`config.mk`:
```
export PLATFORM = sky130hd
export DESIGN_NAME = mc_issue_gate
export DESIGN_NICKNAME = d
export VERILOG_FILES = /design/src/rtl/mcig_pkg.sv /design/src/rtl/mcig_regtrack.sv /design/src/rtl/mcig_hazard.sv /design/src/rtl/mcig_slot.sv /design/src/rtl/mc_issue_gate.sv
export SDC_FILE = /design/constraint.sdc
export NUM_CORES = 1
export LEC_CHECK = 0
export BUFFER_PORTS_ARGS = -buffer_cell sky130_fd_sc_hd__buf_2
export CAP_MARGIN = 25
export CORE_MARGIN = 3
export CORE_UTILIZATION = 50
export CTS_BUF_LIST = sky130_fd_sc_hd__clkbuf_4
export CTS_CLUSTER_DIAMETER = 50
export DETAILED_ROUTE_END_ITERATION = 8
export PLACE_DENSITY = 0.66
export SYNTH_ARGS = -nofsm -noshare
export SYNTH_HDL_FRONTEND = slang
export SYNTH_SLANG_ARGS = --single-unit
```
`constraint.sdc`:
```
create_clock -name clk -period 9.2 [get_ports clk]
set_input_delay 0.46 -clock clk [delete_from_list [all_inputs] [get_ports clk]]
set_output_delay 0.46 -clock clk [all_outputs]
set_load 0.01 [all_outputs]
```
`src/rtl/mcig_pkg.sv`:
```
package mcig_pkg;
   typedef enum logic [2:0] {
      K_INT    = 3'd0,
      K_LOAD   = 3'd1,
      K_STORE  = 3'd2,
      K_FP     = 3'd3,
      K_BRANCH = 3'd4
   } kind_e;

   localparam int unsigned N_SPACE = 2;

   // execute depth of a class; unknown codes behave as integer
   function automatic int unsigned kind_depth(input logic [2:0] k,
                                              input int unsigned d_int,
                                              input int unsigned d_mem,
                                              input int unsigned d_fp);
      case (k)
         K_LOAD, K_STORE: kind_depth = d_mem;
         K_FP:            kind_depth = d_fp;
         default:         kind_depth = d_int;
      endcase
   endfunction
endpackage

```
`src/rtl/mcig_regtrack.sv`:
```
module mcig_regtrack #(
   parameter int unsigned REG_W = 5,
   parameter int unsigned CNT_W = 3
) (
   input  logic             clk,
   input  logic             rst_n,
   input  logic             wr_en,
   input  logic [REG_W-1:0] wr_idx,
   input  logic [CNT_W-1:0] wr_cnt,
   input  logic [REG_W-1:0] rd_idx_a,
   input  logic [REG_W-1:0] rd_idx_b,
   output logic [CNT_W-1:0] rd_cnt_a,
   output logic [CNT_W-1:0] rd_cnt_b
);
   localparam int unsigned NREG = 1 << REG_W;

   logic [CNT_W-1:0] cnt_q [NREG];

   for (genvar i = 0; i < NREG; i++) begin : g_reg
      always_ff @(posedge clk) begin
         if (!rst_n) begin
            cnt_q[i] <= '0;
         end else if (wr_en && (wr_idx == REG_W'(i))) begin
            cnt_q[i] <= wr_cnt;
         end else if (cnt_q[i] != '0) begin
            cnt_q[i] <= cnt_q[i] - CNT_W'(1);
         end
      end
   end

   assign rd_cnt_a = cnt_q[rd_idx_a];
   assign rd_cnt_b = cnt_q[rd_idx_b];
endmodule

```
`src/rtl/mcig_hazard.sv`:
```
module mcig_hazard #(
   parameter int unsigned CNT_W = 3
) (
   input  logic             a_en,
   input  logic [CNT_W-1:0] a_cnt,
   input  logic             b_en,
   input  logic [CNT_W-1:0] b_cnt,
   input  logic             b_late,
   output logic             blocked
);
   logic [CNT_W-1:0] b_allow;
   logic             a_block;
   logic             b_block;

   // a late-consumed operand tolerates one remaining cycle
   assign b_allow = b_late ? CNT_W'(1) : '0;
   assign a_block = a_en && (a_cnt != '0);
   assign b_block = b_en && (b_cnt > b_allow);
   assign blocked = a_block || b_block;
endmodule

```
`src/rtl/mcig_slot.sv`:
```
module mcig_slot (
   input  logic clk,
   input  logic rst_n,
   input  logic branch_issued,
   output logic in_delay
);
   always_ff @(posedge clk) begin
      if (!rst_n) in_delay <= 1'b0;
      else        in_delay <= branch_issued;
   end
endmodule

```
`src/rtl/mc_issue_gate.sv`:
```
module mc_issue_gate
   import mcig_pkg::*;
#(
   parameter int unsigned REG_W     = 5,
   parameter int unsigned DEPTH_INT = 1,
   parameter int unsigned DEPTH_MEM = 2,
   parameter int unsigned DEPTH_FP  = 4,
   parameter int unsigned CYC_W     = 16
) (
   input  logic             clk,
   input  logic             rst_n,
   input  logic             dec_valid,
   input  logic [2:0]       dec_kind,
   input  logic             dec_in_slot,
   input  logic             src_a_en,
   input  logic             src_a_fp,
   input  logic [REG_W-1:0] src_a_idx,
   input  logic             src_b_en,
   input  logic             src_b_fp,
   input  logic [REG_W-1:0] src_b_idx,
   input  logic             dst_en,
   input  logic             dst_fp,
   input  logic [REG_W-1:0] dst_idx,
   output logic             issue,
   output logic             stall,
   output logic             slot_bubble,
   output logic [CYC_W-1:0] cycle
);
   localparam int unsigned MAX_MI = (DEPTH_MEM > DEPTH_INT) ? DEPTH_MEM : DEPTH_INT;
   localparam int unsigned MAX_D  = (DEPTH_FP > MAX_MI) ? DEPTH_FP : MAX_MI;
   localparam int unsigned CNT_W  = $clog2(MAX_D) + 1;

   if (DEPTH_INT < 1 || DEPTH_MEM < 1 || DEPTH_FP < 1) begin : g_bad_depth
      $error("mc_issue_gate: every execute depth must be at least 1");
   end
   if (REG_W < 1 || REG_W > 8) begin : g_bad_regw
      $error("mc_issue_gate: REG_W out of range 1..8");
   end
   if (CYC_W < 2) begin : g_bad_cycw
      $error("mc_issue_gate: CYC_W must be at least 2");
   end

   logic [CNT_W-1:0] cnt_a [N_SPACE];
   logic [CNT_W-1:0] cnt_b [N_SPACE];
   logic [CNT_W-1:0] load_cnt;
   logic             blocked;
   logic             in_delay;
   logic             slot_deny;
   logic             is_store;
   logic             is_branch;
   logic [CYC_W-1:0] cycle_q;

   assign is_store  = (dec_kind == K_STORE);
   assign is_branch = (dec_kind == K_BRANCH);
   assign load_cnt  = CNT_W'(kind_depth(dec_kind, DEPTH_INT, DEPTH_MEM, DEPTH_FP) - 1);

   for (genvar s = 0; s < N_SPACE; s++) begin : g_space
      mcig_regtrack #(.REG_W(REG_W), .CNT_W(CNT_W)) u_track (
         .clk      (clk),
         .rst_n    (rst_n),
         .wr_en    (issue && dst_en && (dst_fp == s[0])),
         .wr_idx   (dst_idx),
         .wr_cnt   (load_cnt),
         .rd_idx_a (src_a_idx),
         .rd_idx_b (src_b_idx),
         .rd_cnt_a (cnt_a[s]),
         .rd_cnt_b (cnt_b[s])
      );
   end

   mcig_hazard #(.CNT_W(CNT_W)) u_hazard (
      .a_en    (src_a_en),
      .a_cnt   (cnt_a[src_a_fp]),
      .b_en    (src_b_en),
      .b_cnt   (cnt_b[src_b_fp]),
      .b_late  (is_store),
      .blocked (blocked)
   );

   mcig_slot u_slot (
      .clk           (clk),
      .rst_n         (rst_n),
      .branch_issued (issue && is_branch),
      .in_delay      (in_delay)
   );

   assign slot_deny   = in_delay && !dec_in_slot;
   assign issue       = dec_valid && !blocked && !slot_deny;
   assign stall       = dec_valid && !issue;
   assign slot_bubble = in_delay && !issue;

   always_ff @(posedge clk) begin
      if (!rst_n) cycle_q <= '0;
      else        cycle_q <= cycle_q + CYC_W'(1);
   end
   assign cycle = cycle_q;
endmodule

```
==> results.cfg, run 1 <==
[outcome]
status = finished, final reports clean

[floorplan]
io_pins = 47
rows = 65
initial_core_util_pct = 50.9
die_y_um = 186
chipWidth_um = 186
design.die.area_sq_mm = 0.0344
coreArea_sq_mm = 0.0316

[synthesis]
synth_top_area_share_pct = 35.8
syn_inst = 1544
synth_cell_types = 64
yosys.area.top_type = edfxtp_1
yosysWarnings = 0
syn_avg_cell_area_sq_um = 10.4
synthTopCellsByArea = edfxtp_1 (36%), ha_1 (10%), mux2_2 (5.1%)
synthFlopType = edfxtp_1
syn_area_sq_mm = 0.0161
mappedNetlistNets = 1702
synth-edff-count = 192
ys_ff_latch = 209
yosysSeqAreaShare_pct = 37.9
async_flop_share_pct = 0

[worst_setup_path]
crit_path_max_fanout = 44
timing.rr.start = g_space[0].u_track.cnt_q[4][0]
slowest_stage = or4b_2
worst_setup_path_end_kind = register
crit_type = in2reg
critical_path.startpoint = src_b_idx[1]
reg2reg_to = g_space[1].u_track.cnt_q[2][2]
r2r.worst_path.cells = 12
endpoint = g_space[1].u_track.cnt_q[2][2]
start_kind = primary input
worstPathArrival_ns = 5.37
crit_chain = buf_2 > buf_4 > mux4_2 > mux4_2 > mux4_2 > inv_1 > ha_1 > nor2_1 > a21oi_1 > nand3_1 > a211o_4 > buf_4 > nor2_1 > or4b_2
crit_required_ns = 9.58
path_common_cell = mux4_2
r2r_setup_slack_ns = 4.30
slowest_delay_ns = 0.72

[detailed_routing]
drc = 0
routed_via_density = 6.15
vias = 12500
wl_per_cell_um = 21.0
ant_nets = 0
drt-initial-drc-count = 1173
routed_wl_um = 42500
dr.pass1.iters = 6

[sta]
slew_headroom_pct = 39.0
rsz0062_at_grt = no
hold_viol = 0
whs_ns = 0.0782
tightest_slew_ns = 0.892
finalSetupTns_ns = 0
setup_ws_ns = 4.20
finalCriticalPeriod_ns = 5.00
finalClockSkew_ns = 0.0552
post-route-period-util_pct = 54.3
maxSlewViolCount = 0
setup_viol = 0
fmaxAchievable_mhz = 200

[finish]
fin_area_sq_mm = 0.0174
drive_gt1_share_pct = 21.6
fin_nets = 1740
area_delta_synth_final_pct = 7.93

[power_and_ir_drop]
power_density_mw_per_mm2 = 283
p_leak_uw = 0.00687
max-vdd-ir-drop_v = 0.000146

[cts]
clock_path_buffers = 3
root_buffer = clkbuf_4
clk_latency_ns = 0.69
cts-buffers-inserted = 66
post_cts_buffers = 0
holdBufCountCts = 0
cts_tree = done
cts-resized-gates = 0
htreeDepth = 3
cts_sinks = 209
cts.clk_slew.worst_paths_ns = 0.06

[global_routing]
grt-ovfl-total = 0
grt_pass1_wl_um = 67600
antenna_found_initial = 1
grt_pass1_vias = 12500
grt_usage_pct = 25.1
grt_max_degree = 129

[placed_design]
port-buffer-count = 46
gp_congestion = 0.871
dp_worst_setup_slack_ns = 3.61
dpl.hpwl_um = 29700
place_area_sq_mm = 0.0166

[job]
maxCapViolCount = 0

[min_path]
hp-class = in2reg
flip-flops by register name (all words and copies together) (netlist names):
register and flops:
g_space.u_track.cnt_q 192, cycle 16, u_slot.in_delay 1
through the flow:
stage                     std cells  total power [uW]  util [%]
after floorplan                1544              3450         -
after global placement         1915              3950      52.4
after detailed placement       1915              4020      52.4
after CTS                      2025              4940      54.9
after global routing           2028              5350      55.0
final                          2028              4930      55.0
power by group:
part	total (uW)	switching [uW]	internal [uW]	leakage [uW]
logic	2040	1100	945	0.00411
registers	1980	383	1600	0.00227
clock network	904	425	478	0.000482
total	4930	1910	3020	0.00687
kinds of logic after synthesis:
| logic type | after synthesis | share of synthesized area [%] |
|---|---|---|
| compound gates | 135 | 5.58 |
| mux | 194 | 15.5 |
| xor+xnor | 10 | 0.543 |
| buf+inv | 288 | 7.03 |
| fa+ha+maj | 130 | 10.1 |
| flops | 209 | 37.9 |
| simple gates | 578 | 23.4 |
critical path: cells and delay by family:
kind,cells,cell delay (ns)
AO/OA/AOI/OAI,2,0.39
adder cells (fa/ha/maj),1,0.22
buffers and inverters,4,1.55
multiplexers,3,1.50
AND/OR/NAND/NOR,4,1.19
layout by cell type (no fill, tap or decap), types with 5 or more instances in the layout:
master    netlist  layout
nor2b_1        13      12
clkbuf_4        0      97
buf_2          27      45
or4b_2         18      18
dfxtp_1        17      17
and3_1          7       6
or4_1           9       9
ha_1          130     130
nand4b_1        5       5
nor2_1        158     158
clkinv_1        1       8
nor4_1         24      24
mux4_2         30      30
a211oi_1       12      12
a41oi_1         7       7
a21oi_1        20      20
and2_1         11      11
inv_1         198     198
mux2i_1        31      31
o21ai_0        41      41
edfxtp_1      192     192
nand3b_1       31      31
nand2_1        25      25
nand4_1         7       7
nand2b_1       17      17
nor3b_1        81      81
or4b_1         12      12
mux2_2         73      73
a31oi_1        11      11
nor4b_1        26      26
buf_4           3      12
xnor2_1         8       8
o211ai_1        6       6
nand3_1        21      21
mux2_1         56      56
nor3_1         50      50
nor4_2         52      52
worst min path at each step:
stage | start | end | slack [ns] | cells past startpoint
2_1_floorplan | cycle[0] | cycle[0] | 0.48 | 1
3_3_place_gp | cycle[0] | cycle[0] | 0.45 | 1
3_5_place_dp | cycle[0] | cycle[0] | 0.47 | 1
4_1_cts | dec_kind[2] | u_slot.in_delay | 0.03 | 2
5_1_grt | dec_kind[2] | u_slot.in_delay | 0.03 | 2
6_report | dec_kind[2] | u_slot.in_delay | 0.08 | 2
cell usage after synthesis, types with 5 or more instances:
cell / count
inv_1: 198
edfxtp_1: 192
nor2_1: 158
ha_1: 130
nor3b_1: 81
mux2_2: 73
mux2_1: 56
nor4_2: 52
nor3_1: 50
clkbuf_1: 46
o21ai_0: 41
mux2i_1: 31
nand3b_1: 31
mux4_2: 30
buf_2: 27
nor4b_1: 26
nand2_1: 25
nor4_1: 24
nand3_1: 21
a21oi_1: 20
or4b_2: 18
dfxtp_1: 17
nand2b_1: 17
nor2b_1: 13
a211oi_1: 12
or4b_1: 12
a31oi_1: 11
and2_1: 11
buf_1: 11
or4_1: 9
xnor2_1: 8
a41oi_1: 7
and3_1: 7
nand4_1: 7
o211ai_1: 6
nand4b_1: 5
routing by layer:
layer / up-vias / part of all wire [%] / GRT usage (%)
met3: 130 / 7.7 / 4.98
met1: 6028 / 41 / 32.0
met5: - / 0 / 0
met2: 494 / 47 / 42.0
li1: 5820 / - / -
met4: 0 / 4.1 / 10.4
layout make-up:
| type | count | area [sq um] |
|---|---|---|
| multi-input cells | 1047 | 8910 |
| repair buffers | 58 | 343 |
| clock buffers | 97 | 728 |
| diodes | 2 | 5.00 |
| well taps | 402 | 503 |
| inverters | 200 | 751 |
| clock inverters | 13 | 52.6 |
| fillers | 2801 | 14200 |
| flip-flops and latches | 209 | 6110 |
Note: power is estimated with default switching activity, not from simulation.
==> run 2: changes to the inputs <==
--- a/config.mk
+++ b/config.mk
@@ -5,6 +5,7 @@
 export SDC_FILE = /design/constraint.sdc
 export NUM_CORES = 1
 export LEC_CHECK = 0
+export ABC_AREA = 1
 export BUFFER_PORTS_ARGS = -buffer_cell sky130_fd_sc_hd__buf_2
 export CAP_MARGIN = 25
 export CORE_MARGIN = 3
==> constraint.sdc (replaced) <==
create_clock -name clk -period 4.7 [get_ports clk]
set_input_delay 0.235 -clock clk [delete_from_list [all_inputs] [get_ports clk]]
set_output_delay 0.235 -clock clk [all_outputs]
set_load 0.01 [all_outputs]
==> run 2 against run 1 <==
Compared with the run above:
- clock skew shrank 0.010 ns
- register-to-register slack lost 3.4 ns
- total power grew 81%
- wire length grew 17%
- count of clock-buffer cells in the layout shrank 8
- highest routed layer unchanged
- first-iteration DRC count grew 17%
==> results.cfg, run 2 <==
[sta]
slew_headroom_pct = 31.7
maxSlewViolCount = 0
finalCriticalPeriod_ns = 3.88
post-route-period-util_pct = 82.5
finalClockSkew_ns = 0.0449
finalSetupTns_ns = 0
rsz0062_at_grt = no
hold_viol = 0
setup_viol = 0
fmaxAchievable_mhz = 258
tightest_slew_ns = 1.03

[cts]
cts_sinks = 209
cts-resized-gates = 0
cts_tree = done
root_buffer = clkbuf_4
clk_latency_ns = 0.81
post_cts_buffers = 0
holdBufCountCts = 3
clock_path_buffers = 3
cts-buffers-inserted = 61
htreeDepth = 2
cts.clk_slew.worst_paths_ns = 0.06

[global_routing]
grt_pass1_wl_um = 77800
grt_usage_pct = 28.1
grt_pass1_vias = 14700
grt-ovfl-total = 0
grt_max_degree = 65
antenna_found_initial = 1

[synthesis]
synth_top_area_share_pct = 35.3
synth-edff-count = 192
syn_inst = 2351
syn_area_sq_mm = 0.0163
ys_ff_latch = 209
yosysSeqAreaShare_pct = 37.4
yosysMostFrequentCell = nand2_1
mappedNetlistNets = 2509
synthFlopType = edfxtp_1
synth_cell_types = 33
syn_avg_cell_area_sq_um = 6.95
yosysWarnings = 0
ys_top_cells_by_count = nand2_1 (770), nand3_1 (337), inv_1 (297)
synthTopCellsByArea = edfxtp_1 (35%), nand2_1 (18%), nand3_1 (10%)
yosys.area.top_type = edfxtp_1
async_flop_share_pct = 0

[job]
maxCapViolCount = 0

[floorplan]
initial_core_util_pct = 51.2
chipWidth_um = 187
die_y_um = 187
io_pins = 47
coreArea_sq_mm = 0.0319
rows = 65
design.die.area_sq_mm = 0.0349

[finish]
final_common_cell = nand2_1
drive_gt1_share_pct = 8.45
multi_input_area_sq_mm = 0.00852
fillers = 3113
fin_area_sq_mm = 0.0177
largest_reg_flops = 192
final_core_util_pct = 55.5
final_cell_mix = nand2_1 (770), nand3_1 (337), inv_1 (297)
area_delta_synth_final_pct = 8.33
fin_nets = 2546
top_register = g_space.u_track.cnt_q
register_area_sq_mm = 0.00611

[placed_design]
place_area_sq_mm = 0.0169
port-buffer-count = 46
gp_congestion = 0.932
dpl.hpwl_um = 34200

[min_path]
hp-class = in2reg
hp-start = rst_n
min_delay_path_depth = 2
hold_path_end = g_space[0].u_track.cnt_q[10][0]

[worst_setup_path]
timing.rr.start = g_space[0].u_track.cnt_q[14][0]
r2r_setup_slack_ns = 0.94
worst_setup_path_end_kind = output pin
r2r.worst_path.cells = 18
crit_path_max_fanout = 5
start_kind = register
crit_required_ns = 4.47
worstPathArrival_ns = 3.64
reg2reg_to = g_space[1].u_track.cnt_q[27][1]
crit_type = reg2out

[detailed_routing]
ant_nets = 0
dr.pass1.iters = 6
drc = 0
drt-initial-drc-count = 1367
routed_via_density = 5.43
vias = 15600
wl_per_cell_um = 17.2
routed_wl_um = 49600

[power_and_ir_drop]
max-vdd-ir-drop_v = 0.000237
p_leak_uw = 0.00871
power_density_mw_per_mm2 = 505

[outcome]
status = finished, final reports clean
==> run 2: cell count changes after synthesis, moves of 32 or more <==
| cell | before | now |
|---|---|---|
| mux2_1 | 56 | 0 |
| nand2_1 | 25 | 770 |
| nand3_1 | 21 | 337 |
| mux2_2 | 73 | 0 |
| inv_1 | 198 | 297 |
| nor2_1 | 158 | 234 |
| nor3b_1 | 81 | 0 |
| a21oi_1 | 20 | 52 |
| nor4_2 | 52 | 0 |
==> run 2: worst max path at each step <==
stage | from | to | slack [ns] | depth (start not counted)
2_1_floorplan | src_b_idx[0] | g_space[1].u_track.cnt_q[0][0] | 1.36 | 23
3_3_place_gp | src_b_idx[2] | g_space[1].u_track.cnt_q[29][1] | 0.42 | 18
3_5_place_dp | src_b_idx[2] | g_space[1].u_track.cnt_q[29][0] | 0.33 | 18
4_1_cts | g_space[0].u_track.cnt_q[14][0] | slot_bubble | 0.82 | 14
5_1_grt | g_space[0].u_track.cnt_q[14][0] | slot_bubble | 0.65 | 14
6_report | g_space[0].u_track.cnt_q[14][0] | stall | 0.82 | 14
==> run 2: stage by stage <==
stage / std cells / worst slack (ns) / power, uW / hold slack [ns]
after floorplan: 2351 / 1.36 / 6240 / 0.379
after global placement: 2756 / 0.417 / 7060 / 0.444
after detailed placement: 2757 / 0.329 / 7170 / 0.453
after CTS: 2873 / 0.818 / 8940 / 0.0678
after global routing: 2877 / 0.647 / 9790 / 0.0918
final: 2877 / 0.823 / 8940 / 0.142
==> run 2: worst max-delay path, stage by stage (launching register included) <==
cell,delay (ns)
edfxtp_1,0.40
inv_1,0.11
o21ai_0,0.11
a221oi_1,0.60
o22ai_1,0.19
nand2_1,0.15
a32o_1,0.20
ha_1,0.22
or2_2,0.29
nand3_1,0.09
nand2_1,0.06
nand3_2,0.14
nand2_1,0.11
inv_1,0.07
buf_2,0.12
==> run 2: cell families (layout without fill, tap and decap cells) <==
family | count (synthesis) | count (layout) | share of synthesized area (%)
buffers and inverters | 432 | 519 | 10.5
AND/OR/NAND/NOR | 1410 | 1410 | 35.7
adder cells (fa/ha/maj) | 130 | 130 | 9.96
flip-flops | 209 | 209 | 37.4
other | 0 | 4 | 0
XOR/XNOR | 33 | 33 | 1.77
AO/OA/AOI/OAI | 137 | 137 | 4.67
==> run 2: metal layers <==
| metal | GRT usage, % | wire length [um] | part of all wire [%] | up-vias |
|---|---|---|---|---|
| met3 | 6.93 | 5090 | 10 | 178 |
| met5 | 0 | 0 | 0 | - |
| met1 | 37.3 | 20900 | 42 | 7008 |
| met4 | 13.1 | 2330 | 4.7 | 0 |
| li1 | - | - | - | 7684 |
| met2 | 43.5 | 21300 | 43 | 766 |
==> run 2: area by class of cell <==
class	count	area share, %
clock buffer	89	3.78
sequential	209	34.5
clock inverter	24	0.573
tap	435	3.08
antenna	4	0.0566
multi-input combinational	1710	48.2
inverter	331	7.02
timing repair buffer	75	2.79
==> run 2: where the power goes <==
group,internal [uW],leakage (uW),switching [uW]
Sequential,3010,0.00223,378
Clock,869,0.000456,874
Combinational,1380,0.00603,2420
Total,5270,0.00871,3670
